File: src/rtl/sig_addr_pkg.sv
package sig_addr_pkg;

  typedef struct packed {
    logic load;
    logic pop;
  } encStrobes_t;

  typedef enum logic {
    ST_IDLE  = 1'b0,
    ST_DRAIN = 1'b1
  } encState_t;

endpackage

File: src/rtl/sig_addr_walk.sv
module sig_addr_walk #(
  parameter int NUM_SIGS = 16,
  parameter int ADDR_W   = $clog2(NUM_SIGS)
) (
  input  logic [NUM_SIGS-1:0] bits,
  output logic [ADDR_W-1:0]   leafAddr,
  output logic                anySet
);

  localparam int LEAVES = 1 << ADDR_W;

  // heap-ordered OR tree: node 1 is the root, leaves at LEAVES..2*LEAVES-1
  logic [2*LEAVES-1:1] node;

  generate
    if (LEAVES > NUM_SIGS) begin : g_pad
      assign node[2*LEAVES-1:LEAVES] = {{(LEAVES-NUM_SIGS){1'b0}}, bits};
    end else begin : g_exact
      assign node[2*LEAVES-1:LEAVES] = bits;
    end
    for (genvar n = 1; n < LEAVES; n++) begin : g_or
      assign node[n] = node[2*n] | node[2*n+1];
    end
  endgenerate

  assign anySet = node[1];

  // descend from the root; each level contributes one address bit
  always_comb begin
    int idx;
    idx      = 1;
    leafAddr = '0;
    for (int lvl = 0; lvl < ADDR_W; lvl++) begin
      if (node[2*idx]) begin
        idx = 2 * idx;
        leafAddr[ADDR_W-1-lvl] = 1'b0;
      end else begin
        idx = 2 * idx + 1;
        leafAddr[ADDR_W-1-lvl] = 1'b1;
      end
    end
  end

endmodule

File: src/rtl/sig_addr_datapath.sv
module sig_addr_datapath
  import sig_addr_pkg::*;
#(
  parameter int NUM_SIGS = 16,
  parameter int ADDR_W   = $clog2(NUM_SIGS)
) (
  input  logic                clk,
  input  logic                rstN,
  input  encStrobes_t         strobes,
  input  logic [NUM_SIGS-1:0] matchIn,
  output logic [ADDR_W-1:0]   addrOut,
  output logic                bufEmpty,
  output logic                restEmpty
);

  logic [NUM_SIGS-1:0] matchBuf;
  logic [NUM_SIGS-1:0] clearMask;
  logic [NUM_SIGS-1:0] lowerMask;
  logic                anySet;

  sig_addr_walk #(
    .NUM_SIGS(NUM_SIGS),
    .ADDR_W  (ADDR_W)
  ) u_walk (
    .bits    (matchBuf),
    .leafAddr(addrOut),
    .anySet  (anySet)
  );

  assign clearMask = NUM_SIGS'(1) << addrOut;
  assign lowerMask = clearMask - NUM_SIGS'(1);
  assign bufEmpty  = ~anySet;
  assign restEmpty = ~|(matchBuf & ~clearMask);

  always_ff @(posedge clk) begin
    if (!rstN) begin
      matchBuf <= '0;
    end else if (strobes.load) begin
      matchBuf <= matchIn;
    end else if (strobes.pop) begin
      matchBuf <= matchBuf & ~clearMask;
    end
  end

  AST_LOWEST_SET: assert property (@(posedge clk) disable iff (!rstN)
    !bufEmpty |-> (matchBuf[addrOut] && ((matchBuf & lowerMask) == '0)));

  AST_BUF_HOLD: assert property (@(posedge clk) disable iff (!rstN)
    (!strobes.load && !strobes.pop) |=> $stable(matchBuf));

  AST_POP_CLEARS: assert property (@(posedge clk) disable iff (!rstN)
    strobes.pop |=> !matchBuf[$past(addrOut)]);

  AST_ASCENDING: assert property (@(posedge clk) disable iff (!rstN)
    (strobes.pop && !restEmpty) |=> (addrOut > $past(addrOut)));

endmodule

File: src/rtl/sig_addr_ctrl.sv
module sig_addr_ctrl
  import sig_addr_pkg::*;
(
  input  logic        clk,
  input  logic        rstN,
  input  logic        loadEn,
  input  logic        start,
  input  logic        addrReady,
  input  logic        bufEmpty,
  input  logic        restEmpty,
  output encStrobes_t strobes,
  output logic        addrValid,
  output logic        anyMatch,
  output logic        done
);

  encState_t state;
  encState_t stateNext;
  logic      isIdle;
  logic      lastPop;
  logic      emptyStart;

  assign isIdle      = (state == ST_IDLE);
  assign addrValid   = (state == ST_DRAIN);
  assign anyMatch    = (state == ST_DRAIN);
  assign strobes.load = isIdle && loadEn && !start;
  assign strobes.pop  = addrValid && addrReady;
  assign lastPop     = strobes.pop && restEmpty;
  assign emptyStart  = isIdle && start && bufEmpty;

  always_comb begin
    stateNext = state;
    unique case (state)
      ST_IDLE:  if (start && !bufEmpty) stateNext = ST_DRAIN;
      ST_DRAIN: if (lastPop)            stateNext = ST_IDLE;
      default:                          stateNext = ST_IDLE;
    endcase
  end

  always_ff @(posedge clk) begin
    if (!rstN) begin
      state <= ST_IDLE;
      done  <= 1'b0;
    end else begin
      state <= stateNext;
      done  <= lastPop || emptyStart;
    end
  end

  AST_START_DRAINS: assert property (@(posedge clk) disable iff (!rstN)
    (isIdle && start && !bufEmpty) |=> (addrValid && anyMatch));

  AST_STALL_HOLDS: assert property (@(posedge clk) disable iff (!rstN)
    (addrValid && !addrReady) |=> addrValid);

  AST_DONE_QUIET: assert property (@(posedge clk) disable iff (!rstN)
    done |-> (!anyMatch && !addrValid));

  AST_EMPTY_START: assert property (@(posedge clk) disable iff (!rstN)
    emptyStart |=> (done && !anyMatch));

endmodule

File: src/rtl/sig_addr_encoder.sv
module sig_addr_encoder
  import sig_addr_pkg::*;
#(
  parameter int NUM_SIGS = 16,
  parameter int ADDR_W   = $clog2(NUM_SIGS)
) (
  input  logic                clk,
  input  logic                rstN,
  input  logic                loadEn,
  input  logic [NUM_SIGS-1:0] matchIn,
  input  logic                start,
  output logic                anyMatch,
  output logic [ADDR_W-1:0]   addrOut,
  output logic                addrValid,
  input  logic                addrReady,
  output logic                done
);

  encStrobes_t strobes;
  logic        bufEmpty;
  logic        restEmpty;

  sig_addr_ctrl u_ctrl (
    .clk      (clk),
    .rstN     (rstN),
    .loadEn   (loadEn),
    .start    (start),
    .addrReady(addrReady),
    .bufEmpty (bufEmpty),
    .restEmpty(restEmpty),
    .strobes  (strobes),
    .addrValid(addrValid),
    .anyMatch (anyMatch),
    .done     (done)
  );

  sig_addr_datapath #(
    .NUM_SIGS(NUM_SIGS),
    .ADDR_W  (ADDR_W)
  ) u_dp (
    .clk      (clk),
    .rstN     (rstN),
    .strobes  (strobes),
    .matchIn  (matchIn),
    .addrOut  (addrOut),
    .bufEmpty (bufEmpty),
    .restEmpty(restEmpty)
  );

  AST_ADDR_STABLE: assert property (@(posedge clk) disable iff (!rstN)
    (addrValid && !addrReady) |=> $stable(addrOut));

endmodule

File: config.mk
export PLATFORM = sky130hd
export DESIGN_NAME = sig_addr_encoder
export DESIGN_NICKNAME = d
export VERILOG_FILES = /design/src/rtl/sig_addr_pkg.sv /design/src/rtl/sig_addr_walk.sv /design/src/rtl/sig_addr_datapath.sv /design/src/rtl/sig_addr_ctrl.sv /design/src/rtl/sig_addr_encoder.sv
export SDC_FILE = /design/constraint.sdc
export NUM_CORES = 1
export LEC_CHECK = 0
export ABC_AREA = 1
export BUFFER_PORTS_ARGS = -buffer_cell sky130_fd_sc_hd__clkbuf_2
export CAP_MARGIN = 10
export CORE_UTILIZATION = 25
export CTS_CLUSTER_SIZE = 25
export DETAILED_ROUTE_END_ITERATION = 16
export PLACE_DENSITY = 0.45
export SYNTH_ARGS = -nofsm -noshare
export SYNTH_HDL_FRONTEND = slang
export SYNTH_SLANG_ARGS = --single-unit
File: constraint.sdc
create_clock -name clk -period 4.7 [get_ports clk]
set_input_delay 0 -clock clk [delete_from_list [all_inputs] [get_ports clk]]
set_output_delay 0 -clock clk [all_outputs]
set_load 0.02 [all_outputs]
# Yosys cells after proc, flatten, opt, wreduce, memory -nomap -nowiden
# Index checks and enable logic that the tools add are counted.
dict set report word_totals {
  register_bits 18
  out_inout_bits 7
  input_bits 21
}
dict set report op_classes {
  n_addsub 2
  reduce_logical 12
  shift 1
  n_bitwise 19
  muxes 21
  n_lt_le_gt_ge 3
}
# op count
set ops {}
lappend ops {{$lt 32x7->1 const B} 3}
lappend ops {{$mux 16} 2}
lappend ops {{$add 31x2->31 const B} 1}
lappend ops {{$mux 31} 1}
lappend ops {{$and 16x16->16} 1}
lappend ops {{$not 16->16} 1}
lappend ops {{$reduce_or 16->1} 1}
lappend ops {{$shl 1x4->16 const A} 1}
lappend ops {{$or 1x1->1} 15}
lappend ops {{$mux 1} 13}
lappend ops {{$bmux 1 s4} 3}
lappend ops {{$logic_and 1x1->1} 7}
lappend ops {{$add 3x1->4 const B} 1}
lappend ops {{$mux 4} 1}
lappend ops {{$logic_not 1->1} 2}
lappend ops {{$not 1->1} 2}
lappend ops {{$pmux 1 s2} 1}
lappend ops {{$reduce_bool 2->1} 1}
lappend ops {{$logic_or 1x1->1} 1}

# Logic depth before layout (Yosys ltp)
# Gate-level depths: netlist (run 1).
dict set report depth {
  word_depth 24
  mapped_depth 20
  ltp_nobuf 20
}

# Cells and area by module
# Synthesis (run 1) repeated with hierarchy kept, for this count alone.
dict set report unflattened {
  cells_unflattened 207
  hier_area_um2 1337.5
}
# module area_each_um2 cells_each n_inst
set modules_own_cells {}
lappend modules_own_cells {sig_addr_datapath 947.2 142 1}
lappend modules_own_cells {sig_addr_walk 287.8 49 1}
lappend modules_own_cells {sig_addr_ctrl 102.6 16 1}

# Least setup slack after synthesis (run 1)
# OpenSTA, ideal clock, no wires.
dict set report synth_timing {
  path_kind {reg2reg}
  from {reg u_dp.matchBuf[5]}
  to {reg u_ctrl.state (netlist: u_ctrl.addrValid)}
  path_slack_ns 2.680
  path_stages_with_launch 20
  setup_time_ns 0.134
  required_ns 4.566
  t_arrival_ns 1.886
  path_cell_list {dfxtp_1 -> inv_1 -> nand2_1 -> nor2_4 -> nand2_2 -> buf_6 -> nand3_4 -> nand2_4 -> nand2_2 -> nand3_2 -> nand2_4 -> nand2_4 -> inv_2 -> nand3_1 -> nand2_1 -> nand3_1 -> nor2_1 -> nand2_2 -> nand2_1 -> a21oi_1}
}
dict set report synth_between {
  elab_chain_cells 24
  word_cells_on_any_way 32
  cone_classes {add/sub (2); shift (1); mux (19); bitwise (6); reduce/logical (4)}
}
# item line
set synth_rtl {}
lappend synth_rtl {{from (decl)} sig_addr_datapath.sv:16} ;# logic [NUM_SIGS-1:0] matchBuf;
lappend synth_rtl {{from (signal assigned)} sig_addr_datapath.sv:39} ;# matchBuf <= matchIn;
lappend synth_rtl {{from (signal assigned)} sig_addr_datapath.sv:41} ;# matchBuf <= matchBuf & ~clearMask;
lappend synth_rtl {{$or 1x1->1 (*)} sig_addr_walk.sv:22} ;# assign node[n] = node[2*n] | node[2*n+1];
lappend synth_rtl {{parallel branches: the longest is 11 deep, another holds $add 31x2->31} --}
lappend synth_rtl {{$bmux 1 s4 (*)} sig_addr_walk.sv:34} ;# if (node[2*idx]) begin
lappend synth_rtl {{$mux 1 (not written as such) (*) (2 in series)} sig_addr_walk.sv:34}
lappend synth_rtl {{$mux 1 (*)} sig_addr_walk.sv:34}
lappend synth_rtl {{named net addrOut[0]} sig_addr_encoder.sv:13} ;# output logic [ADDR_W-1:0] addrOut,
lappend synth_rtl {{$shl 1x4->16 (*)} sig_addr_datapath.sv:30} ;# assign clearMask = NUM_SIGS'(1) << addrOut;
lappend synth_rtl {{$not 16->16 (*)} sig_addr_datapath.sv:33} ;# assign restEmpty = ~|(matchBuf & ~clearMask);
lappend synth_rtl {{$and 16x16->16 (*)} sig_addr_datapath.sv:33}
lappend synth_rtl {{$reduce_or 16->1 (*)} sig_addr_datapath.sv:33}
lappend synth_rtl {{$logic_not 1->1 (*)} sig_addr_datapath.sv:33}
lappend synth_rtl {{$logic_and 1x1->1 (*)} sig_addr_ctrl.sv:28} ;# assign lastPop = strobes.pop && restEmpty;
lappend synth_rtl {{$mux 1 (*)} sig_addr_ctrl.sv:35} ;# ST_DRAIN: if (lastPop) stateNext = ST_IDLE;
lappend synth_rtl {{$pmux 1 s2 (*)} sig_addr_ctrl.sv:33} ;# unique case (state)
lappend synth_rtl {{to (signal assigned)} sig_addr_ctrl.sv:45} ;# state <= stateNext;
lappend synth_rtl {{to (decl)} sig_addr_ctrl.sv:17} ;# encState_t state;
# Mark *: on every way through the listed nets, which the timed path passes. The select of a mux whose other input is x is not followed.
# A chain may end at the register's enable or synchronous reset.

# Worst setup path after layout (run 1)
dict set report layout_timing {
  from {reg u_dp.matchBuf[4]}
  to {reg u_ctrl.state (netlist: u_ctrl.addrValid)}
}
dict set report layout_between {
  elab_chain_cells 24
  word_cells_on_any_way 32
  cone_classes {add/sub (2); shift (1); mux (19); bitwise (6); reduce/logical (4)}
}
# item line
set layout_rtl {}
lappend layout_rtl {{parallel branches: the longest is 23 deep, another holds $add 31x2->31} --}
lappend layout_rtl {{$pmux 1 s2 (*)} sig_addr_ctrl.sv:33}
# Every way passes the cells marked *. The select of a mux whose other input is x is not followed.

==> results by stage, run 1 <==
Timing:
- Between clock sinks in the finished design, the worst skew comes to 4.38 ps.
- The worst pin sits at a relative slew slack of 64.0%.
- Adding up every negative setup slack in the final design gives 0 ps.
- Setup repair after global routing left no endpoint under its margin.
- The max-slew violation count was 0.
- The minimum period implied by the final worst setup slack is 2500 ps.
- The number of hold violations in the final report is 1.
- The post-route clock period utilization is 53.2%.
- At the pin with the least slew margin, the transition time is 539 ps.
- Static timing analysis puts the maximum clock frequency at 0.400 GHz.
- Setup violations remaining at the end of the flow were counted as 0.
- The minimum hold slack is -0.946 ps.

Yosys:
- The fraction of the yosys area taken by sequential cells is 28.3%.
- The xor-xnor portion of the synthesized cell area is 0%.
- The net count after synthesis is 217.
- The post-synthesis instance total is 196.
- The average cell area after synthesis is 6.50 sq um.
- For this run, the number of Yosys warnings is 0.
- The post-synthesis mux area share is 0%.
- Of the total synthesized cell area, the portion taken by full adders, half adders and majority gates is 0%.
- Counting distinct cell types in the post-synthesis netlist gives 27.
- After synthesis the cells add up to 0.00127 sq mm.
- Summing the areas of all and, or, nand and nor instances in the mapped netlist gives 49.3% of the synthesized area.
- The synthesized-area fraction occupied by ao, oa, aoi and oai cells is 13.0%.
- The post-synthesis register bit count is 18.
- By area, the combinational part of the netlist is dominated by simple AND/OR/NAND/NOR gates.

Clocking:
- The CTS sink count is 18.
- The clock passes through at most 2 buffers.
- Post-CTS timing repair inserted 0 buffers for setup.
- In this run the number of H-tree levels came out at 1.
- Clock tree synthesis inserted a total of 3 buffers.
- For the worst-skew pair, the clock arrives at the later sink with an insertion delay of 250 ps.
- The register clock-pin slew on the reported worst setup and hold paths is 70 ps.
- TritonCTS built the clock tree.
- The root buffer cell chosen for the clock tree is sky130_fd_sc_hd__clkbuf_8.

Min path:
- The critical hold path startpoint is matchIn[15].
- The number of cells on the worst hold path is 3.
- The worst hold endpoint is u_dp.matchBuf[15]$_SDFFE_PN0P_.
- The path type of the worst min-delay path is primary input to flip-flop.

Floorplanning:
- The initial utilization of the core area, before any placement, comes to 26.5%.
- The die width is 73.4 um.
- The overall die area is 0.00539 sq mm.
- Pin placement for this block handled 28 I/O pins.
- The site row count is 25.
- The placeable core region is 0.00482 sq mm.
- From bottom edge to top edge, the die measures 73.4 um.

Worst setup path:
- In this run the worst path has a maximum fanout of 15.
- STA classifies the critical path endpoint as a flip-flop.
- For the worst setup path, the data arrival time is 2630 ps.
- The startpoint class of the critical path is a flip-flop.
- The minimum setup slack among reg-to-reg paths is 2200 ps.
- The reg-to-reg endpoint is u_ctrl.addrValid$_SDFF_PN0_.
- The startpoint identified for the worst register-to-register timing path is u_dp.matchBuf[4]$_SDFFE_PN0P_.
- The worst-case reg-to-reg path depth is 18.
- Data on the critical path is required at its endpoint by 4830 ps.
- The setup path with the least slack is of type flip-flop to flip-flop.

Drt:
- After detailed routing, the average wire length per cell comes to 12.3 um.
- The detailed router finished its first iteration with 92 violations.
- The total iterations of the first detailed-routing run is 4.
- In the routed layout, each cell is associated on average with a via count of 4.61.
- In this run the remaining antenna-violating nets after routing total 0.
- The post-detailed-route DRC marker count is 0.
- The total via count in the routed design is 1366.
- The routed design has 3.64 mm of wire.

Power:
- The reported leakage power is 0.000678 uW.
- VDD sags by at most 0.145 mV.
- Dividing total power by cell area gives a power density of 370 mW/mm^2.

Global routing:
- The initial antenna violation count was 0.
- The via count of the first global-routing pass was 1340.
- The overall overflow remaining after global route is 0.
- In the global route stage, overall resource usage came out at 14.8%.
- The first global-routing pass estimated 6.19 mm of wire.
- The largest net degree at the start of global routing is 19.

Outcome:
- The run finished, with violations left.
- The checks that failed: negative hold slack.

Placement:
- The number of I/O port buffers is 27.
- Routability-driven placement finished with a final weighted congestion of 0.870.
- Detailed placement finished with a half-perimeter wire length of 2.83 mm.
- After detailed placement, the design holds a cell count of 283.

Layout:
- Leaving out fill and tap cells, the most frequent cells in the layout are sky130_fd_sc_hd__nand2_1, sky130_fd_sc_hd__clkbuf_2, sky130_fd_sc_hd__nand3_1.
- The net count reported at finish is 251.
- The combined flip-flop and latch cell area is 360 sq um.
- The most common cell after layout, fill and taps aside is sky130_fd_sc_hd__nand2_1.
- The multi-input logic area is 793 sq um.
- The count of non-filler cells in the finished layout is 296.
- Compared with the post-synthesis result, the final layout area differs by 25.5%.
- 0 antenna diodes ended up in the layout.
- Of the cells placed in the final design, the portion with a size suffix greater than 1 is 24.5%.
- The number of filler instances in the final layout is 579.

Run:
- The max-cap violation count is 0.
## cell usage after synthesis
| cell type | n | share of area (%) |
|---|---|---|
| sky130_fd_sc_hd__nor2_1 | 12 | 3.5 |
| sky130_fd_sc_hd__nand3_1 | 24 | 9.4 |
| sky130_fd_sc_hd__o21bai_1 | 1 | 0.59 |
| sky130_fd_sc_hd__nand2_1 | 61 | 18 |
| sky130_fd_sc_hd__clkbuf_1 | 3 | 0.88 |
| sky130_fd_sc_hd__nand3b_2 | 1 | 0.88 |
| sky130_fd_sc_hd__nand3b_1 | 1 | 0.59 |
| sky130_fd_sc_hd__nand3_2 | 3 | 2.4 |
| sky130_fd_sc_hd__nand3_4 | 2 | 2.7 |
| sky130_fd_sc_hd__a21oi_1 | 6 | 2.4 |
| sky130_fd_sc_hd__a21oi_2 | 1 | 0.69 |
| sky130_fd_sc_hd__inv_2 | 6 | 1.8 |
| sky130_fd_sc_hd__nand2_4 | 3 | 2.6 |
| sky130_fd_sc_hd__o21ai_0 | 1 | 0.39 |
| sky130_fd_sc_hd__nand2_2 | 6 | 2.9 |
| sky130_fd_sc_hd__o211ai_1 | 3 | 1.8 |
| sky130_fd_sc_hd__buf_1 | 1 | 0.29 |
| sky130_fd_sc_hd__inv_1 | 14 | 4.1 |
| sky130_fd_sc_hd__buf_2 | 1 | 0.39 |
| sky130_fd_sc_hd__a21oi_4 | 1 | 1.3 |
| sky130_fd_sc_hd__dfxtp_1 | 18 | 28 |
| sky130_fd_sc_hd__buf_6 | 1 | 0.88 |
| sky130_fd_sc_hd__a31oi_1 | 12 | 5.9 |
| sky130_fd_sc_hd__nor2_4 | 2 | 1.8 |
| sky130_fd_sc_hd__nand4_1 | 9 | 4.4 |
| sky130_fd_sc_hd__buf_4 | 1 | 0.59 |
| sky130_fd_sc_hd__clkinv_1 | 2 | 0.59 |
## metal layers
metal,track usage [%],share of wire (%)
met5,0,0
met4,3.42,0.47
met3,2.19,3.2
met2,24.8,49
met1,20.0,48
## state kept, by name, summed over array words and instances (netlist names)
register / cells
u_dp.matchBuf: 16
u_ctrl.done: 1
u_ctrl.addrValid: 1
## worst max path at each step
| stage | start | end | slack (ps) | cells past startpoint |
|---|---|---|---|---|
| after global routing | u_dp.matchBuf[5]$_SDFFE_PN0P_ | u_ctrl.addrValid$_SDFF_PN0_ | 1970 | 18 |
| after CTS | u_dp.matchBuf[4]$_SDFFE_PN0P_ | u_ctrl.addrValid$_SDFF_PN0_ | 2200 | 18 |
| after global placement | u_dp.matchBuf[4]$_SDFFE_PN0P_ | u_ctrl.addrValid$_SDFF_PN0_ | 2190 | 18 |
| after detailed placement | u_dp.matchBuf[4]$_SDFFE_PN0P_ | u_ctrl.addrValid$_SDFF_PN0_ | 2220 | 18 |
| final | u_dp.matchBuf[4]$_SDFFE_PN0P_ | u_ctrl.addrValid$_SDFF_PN0_ | 2200 | 18 |
| after floorplan | u_dp.matchBuf[5]$_SDFFE_PN0P_ | u_ctrl.addrValid$_SDFF_PN0_ | 2680 | 19 |
## kinds of logic after synthesis
logic type / Yosys count
AND/OR/NAND/NOR: 124
buffers and inverters: 29
flip-flops: 18
AO/OA/AOI/OAI: 25
## through the flow
stage               utilization [%]  hold slack [ps]  setup slack (ps)  area (sq um)  power [uW]
floorplan                         -              149              2680          1270         398
finish                         33.2           -0.946              2200          1600         593
global placement               30.2              250              2190          1460         466
CTS                            33.2             1.38              2200          1600         598
detailed placement             30.2              249              2220          1460         460
global route                   33.2             9.45              1970          1600         638
## critical path: stages (launching register included)
cell                      delay [ps]
sky130_fd_sc_hd__dfxtp_1         350
sky130_fd_sc_hd__inv_1            60
sky130_fd_sc_hd__nand2_1         110
sky130_fd_sc_hd__nor2_4          180
sky130_fd_sc_hd__nand2_2         180
sky130_fd_sc_hd__nor2_1          150
sky130_fd_sc_hd__nand2_2         100
sky130_fd_sc_hd__nand2_4         170
sky130_fd_sc_hd__nand2_1         100
sky130_fd_sc_hd__nand3_2          80
sky130_fd_sc_hd__nand3_4         110
sky130_fd_sc_hd__nand2_4         100
sky130_fd_sc_hd__nand3_1         110
sky130_fd_sc_hd__nand2_1          80
sky130_fd_sc_hd__nand3_1         110
sky130_fd_sc_hd__nor2_1          180
sky130_fd_sc_hd__nand2_2          80
sky130_fd_sc_hd__nand2_1          60
sky130_fd_sc_hd__a21oi_1          60
## where the power goes
group / internal [uW] / leakage (uW) / switching [uW]
Clock: 74.4 / 0.0000288 / 55.9
Combinational: 87.5 / 0.000502 / 198
Sequential: 164 / 0.000147 / 13.0
## timing repair
item,4_1_cts,5_1_grt
hold buffers,9,0
setup endpoints to repair,0,0
gates resized for setup,0,0
hold endpoints to repair,9,0
## area by class of cell
| type | instances | area share, % |
|---|---|---|
| timing repair buffer | 36 | 14.1 |
| multi-input combinational | 149 | 49.6 |
| tap | 67 | 5.24 |
| inverter | 22 | 5.16 |
| clock buffer | 4 | 3.44 |
| sequential | 18 | 22.5 |
Power figures use the tool's default switching activity.
==> run 2, diff against run 1 <==
Clock period 4.7 ns to 2.52 ns, I/O delays scaled along.
==> results by stage, run 2 (synthesis results as in run 1) <==
Outcome:
- Run status: complete, but fails checks (unchanged).
- Violated checks: negative hold slack (unchanged).

Global routing:
- The global-route wire length before repair is 6.24 mm (was 6.19 mm).
- The overall overflow remaining after global route is 0 (unchanged).
- The via count of the first global-routing pass came to 1335 (was 1340).
- The initial antenna violation count is 0 (unchanged).
- The global routing usage summed across all routing layers came to 15.3% (was 14.8%).
- The largest net degree at the start of global routing is 19 (unchanged).

Layout:
- The number of flip-flops in the largest register came to 16 (unchanged).
- The ratio of cells with drive above 1 in the final layout is 26.5% (was 24.5%).
- The net count reported at finish is 257 (was 251).
- The number of filler instances in the final layout is 575 (was 579).
- The count of non-filler cells in the finished layout is 301 (was 296).
- Top library cells by usage in the layout, fill and taps aside: sky130_fd_sc_hd__nand2_1, sky130_fd_sc_hd__clkbuf_2, sky130_fd_sc_hd__nand3_1 (unchanged).
- The signed area change from the synthesized netlist to the final layout is 29.0% (was 25.5%).
- The largest register by flop count is u_dp.matchBuf (unchanged).
- The most common cell after layout, fill and taps aside is sky130_fd_sc_hd__nand2_1 (unchanged).
- The number of antenna repair diodes is 0 (unchanged).

Timing:
- The fmax came to 0.427 GHz (was 0.400 GHz).
- The post-route clock period utilization is 92.9% (was 53.2%).
- The number of hold violations in the final report is 1 (unchanged).
- The clock tree skew after final layout is 6.83 ps (was 4.38 ps).
- The number of endpoints failing setup at the final stage is 0 (unchanged).
- The minimum period implied by the final worst setup slack came to 2340 ps (was 2500 ps).
- Unrepaired setup endpoints after global routing: false (unchanged).
- The worst-case headroom to the max-slew limit is 62.3% (was 64.0%).
- The post-route setup TNS was 0 ps (unchanged).
- The final critical-path setup slack is 178 ps (was 2200 ps).
- The max-slew violation count is 0 (unchanged).
- The minimum hold slack is -3.54 ps (was -0.946 ps).
- The measured slew at the worst slew-check pin is 563 ps (was 539 ps).

Worst setup path:
- The data arrival at the endpoint of the critical path was 2470 ps (was 2630 ps).
- The worst reg2reg path startpoint is u_dp.matchBuf[7]$_SDFFE_PN0P_ (was u_dp.matchBuf[4]$_SDFFE_PN0P_).
- The end of the critical path was u_ctrl.addrValid$_SDFF_PN0_ (unchanged).
- The minimum setup slack among reg-to-reg paths came to 180 ps (was 2200 ps).
- The worst-case reg-to-reg path depth is 18 (unchanged).
- The type of element capturing the critical path was a flip-flop (unchanged).
- The category of the most critical setup path is flip-flop to flip-flop (unchanged).
- The critical path data required time came to 2650 ps (was 4830 ps).
- The startpoint class of the critical path is a flip-flop (unchanged).
- The critical path launch point is u_dp.matchBuf[7]$_SDFFE_PN0P_ (was u_dp.matchBuf[4]$_SDFFE_PN0P_).
- The reg-to-reg endpoint is u_ctrl.addrValid$_SDFF_PN0_ (unchanged).
- The biggest fanout along the worst timing path is 10 (was 15).

Drt:
- The total iterations of the first detailed-routing run is 4 (unchanged).
- The count of antenna-violating nets left after detailed routing was 0 (unchanged).
- The number of violations reported at the end of detailed-routing iteration 0 is 53 (was 92).
- The wire length per cell is 12.7 um (was 12.3 um).
- The overall routed net length is 3.84 mm (was 3.64 mm).
- The via density per instance is 4.73 (was 4.61).
- The total via count in the routed design came to 1425 (was 1366).
- The post-detailed-route DRC marker count is 0 (unchanged).

Run:
- The max-cap violation count is 0 (unchanged).

Floorplanning:
- The I/O pin count came to 28 (unchanged).
- The initial core utilization came to 26.5% (unchanged).
- The overall die area is 0.00539 sq mm (unchanged).
- The die boundary height is 73.4 um (unchanged).
- The die width came to 73.4 um (unchanged).
- The placeable core region is 0.00482 sq mm (unchanged).
- The site row count is 25 (unchanged).

Power:
- The total design power came to 1110 uW (was 593 uW).
- The reported leakage power is 0.000702 uW (was 0.000678 uW).
- The power per standard cell area is 677 mW/mm^2 (was 370 mW/mm^2).
- The worst IR drop on VDD came to 0.174 mV (was 0.145 mV).

Clocking:
- The number of buffers between clock root and the deepest sink was 2 (unchanged).
- The CTS sink count is 18 (unchanged).
- The register clock-pin slew on the reported worst setup and hold paths came to 80 ps (was 70 ps).
- The total clock buffers created by CTS is 3 (unchanged).
- The CTS tree is done (unchanged).
- The later-pin clock latency in the skew report was 260 ps (was 250 ps).
- The buffer cell driving the clock tree root is sky130_fd_sc_hd__clkbuf_8 (unchanged).
- The post-CTS setup buffer count is 0 (unchanged).
- The number of H-tree levels came to 1 (unchanged).

Min path:
- The path type of the worst min-delay path is primary input to flip-flop (unchanged).

Placement:
- The number of I/O port buffers was 27 (unchanged).
- The pre-CTS worst setup slack was 138 ps (was 2220 ps).
- The routability congestion estimate was 0.867 (was 0.870).
- The detailed placement HPWL is 2.95 mm (was 2.83 mm).
- The number of placed instances, taps included is 288 (was 283).
-- run 2: cell count changes in the layout (fill, tap and decap cells not counted), sizes merged --
| cell | before | now |
|---|---|---|
| dlygate4sd3 | 9 | 10 |
| clkbuf | 31 | 30 |
| buf | 0 | 5 |
-- run 2: metrics by stage --
step | utilization [%] | area, sq um | hold slack, ps
2_1_floorplan | - | 1270 | 149
3_3_place_gp | 31.0 | 1490 | 262
3_5_place_dp | 31.0 | 1490 | 265
4_1_cts | 33.9 | 1630 | 3.20
5_1_grt | 34.1 | 1640 | 7.15
6_report | 34.1 | 1640 | -3.54
-- run 2: repair_timing --
| action | CTS | global route |
|---|---|---|
| gates resized for setup | 0 | 3 |
| endpoints found under the hold margin | 10 | 0 |
| setup endpoints to repair | 0 | 2 |
| hold buffers | 10 | 0 |
-- run 2: metal layers --
layer,GRT usage [%],vias up,share of wire (%)
met5,0,-,0
met4,7.69,0,3.9
met3,1.78,11,2.9
met2,25.5,29,46
met1,19.5,654,47
li1,-,731,-
-- run 2: worst min path at each step --
| stage | slack, ps | cells after the start | to | start |
|---|---|---|---|---|
| 5_1_grt | 7 | 3 | u_dp.matchBuf[9]$_SDFFE_PN0P_ | matchIn[9] |
| 2_1_floorplan | 150 | 2 | u_dp.matchBuf[0]$_SDFFE_PN0P_ | matchIn[0] |
| 3_3_place_gp | 260 | 3 | u_dp.matchBuf[2]$_SDFFE_PN0P_ | matchIn[2] |
| 4_1_cts | 3 | 3 | u_dp.matchBuf[9]$_SDFFE_PN0P_ | matchIn[9] |
| 6_report | -4 | 3 | u_dp.matchBuf[11]$_SDFFE_PN0P_ | matchIn[11] |
| 3_5_place_dp | 260 | 3 | u_dp.matchBuf[5]$_SDFFE_PN0P_ | matchIn[5] |
-- run 2: layout make-up --
class | count | area, sq um | share of cell area (%)
timing repair buffer | 42 | 273 | 16.6
tap | 67 | 83.8 | 5.10
sequential | 18 | 360 | 21.9
clock buffer | 3 | 41.3 | 2.51
inverter | 22 | 82.6 | 5.02
multi-input combinational | 149 | 803 | 48.9
-- run 2: power breakdown --
group | total, uW | leakage, uW | switching, uW | internal (uW)
clock network | 214 | 0.0000216 | 107 | 107
logic | 570 | 0.000534 | 380 | 190
registers | 330 | 0.000147 | 24.1 | 306
-- run 2: critical path, stage by stage, from the launching register on --
cell and delay, ps:
sky130_fd_sc_hd__dfxtp_1 350, sky130_fd_sc_hd__inv_2 50, sky130_fd_sc_hd__nand2_1 110, sky130_fd_sc_hd__nor2_4 200, sky130_fd_sc_hd__nand2_4 110, sky130_fd_sc_hd__nor2_1 120
sky130_fd_sc_hd__nand2_2 100, sky130_fd_sc_hd__nand2_4 130, sky130_fd_sc_hd__nand2_2 60, sky130_fd_sc_hd__nand3b_2 90, sky130_fd_sc_hd__nand2_4 100, sky130_fd_sc_hd__nand2_4 100
sky130_fd_sc_hd__nand3_1 100, sky130_fd_sc_hd__nand2_1 80, sky130_fd_sc_hd__nand3_1 110, sky130_fd_sc_hd__nor2_1 190, sky130_fd_sc_hd__nand2_2 80, sky130_fd_sc_hd__nand2_1 60
sky130_fd_sc_hd__a21oi_1 50
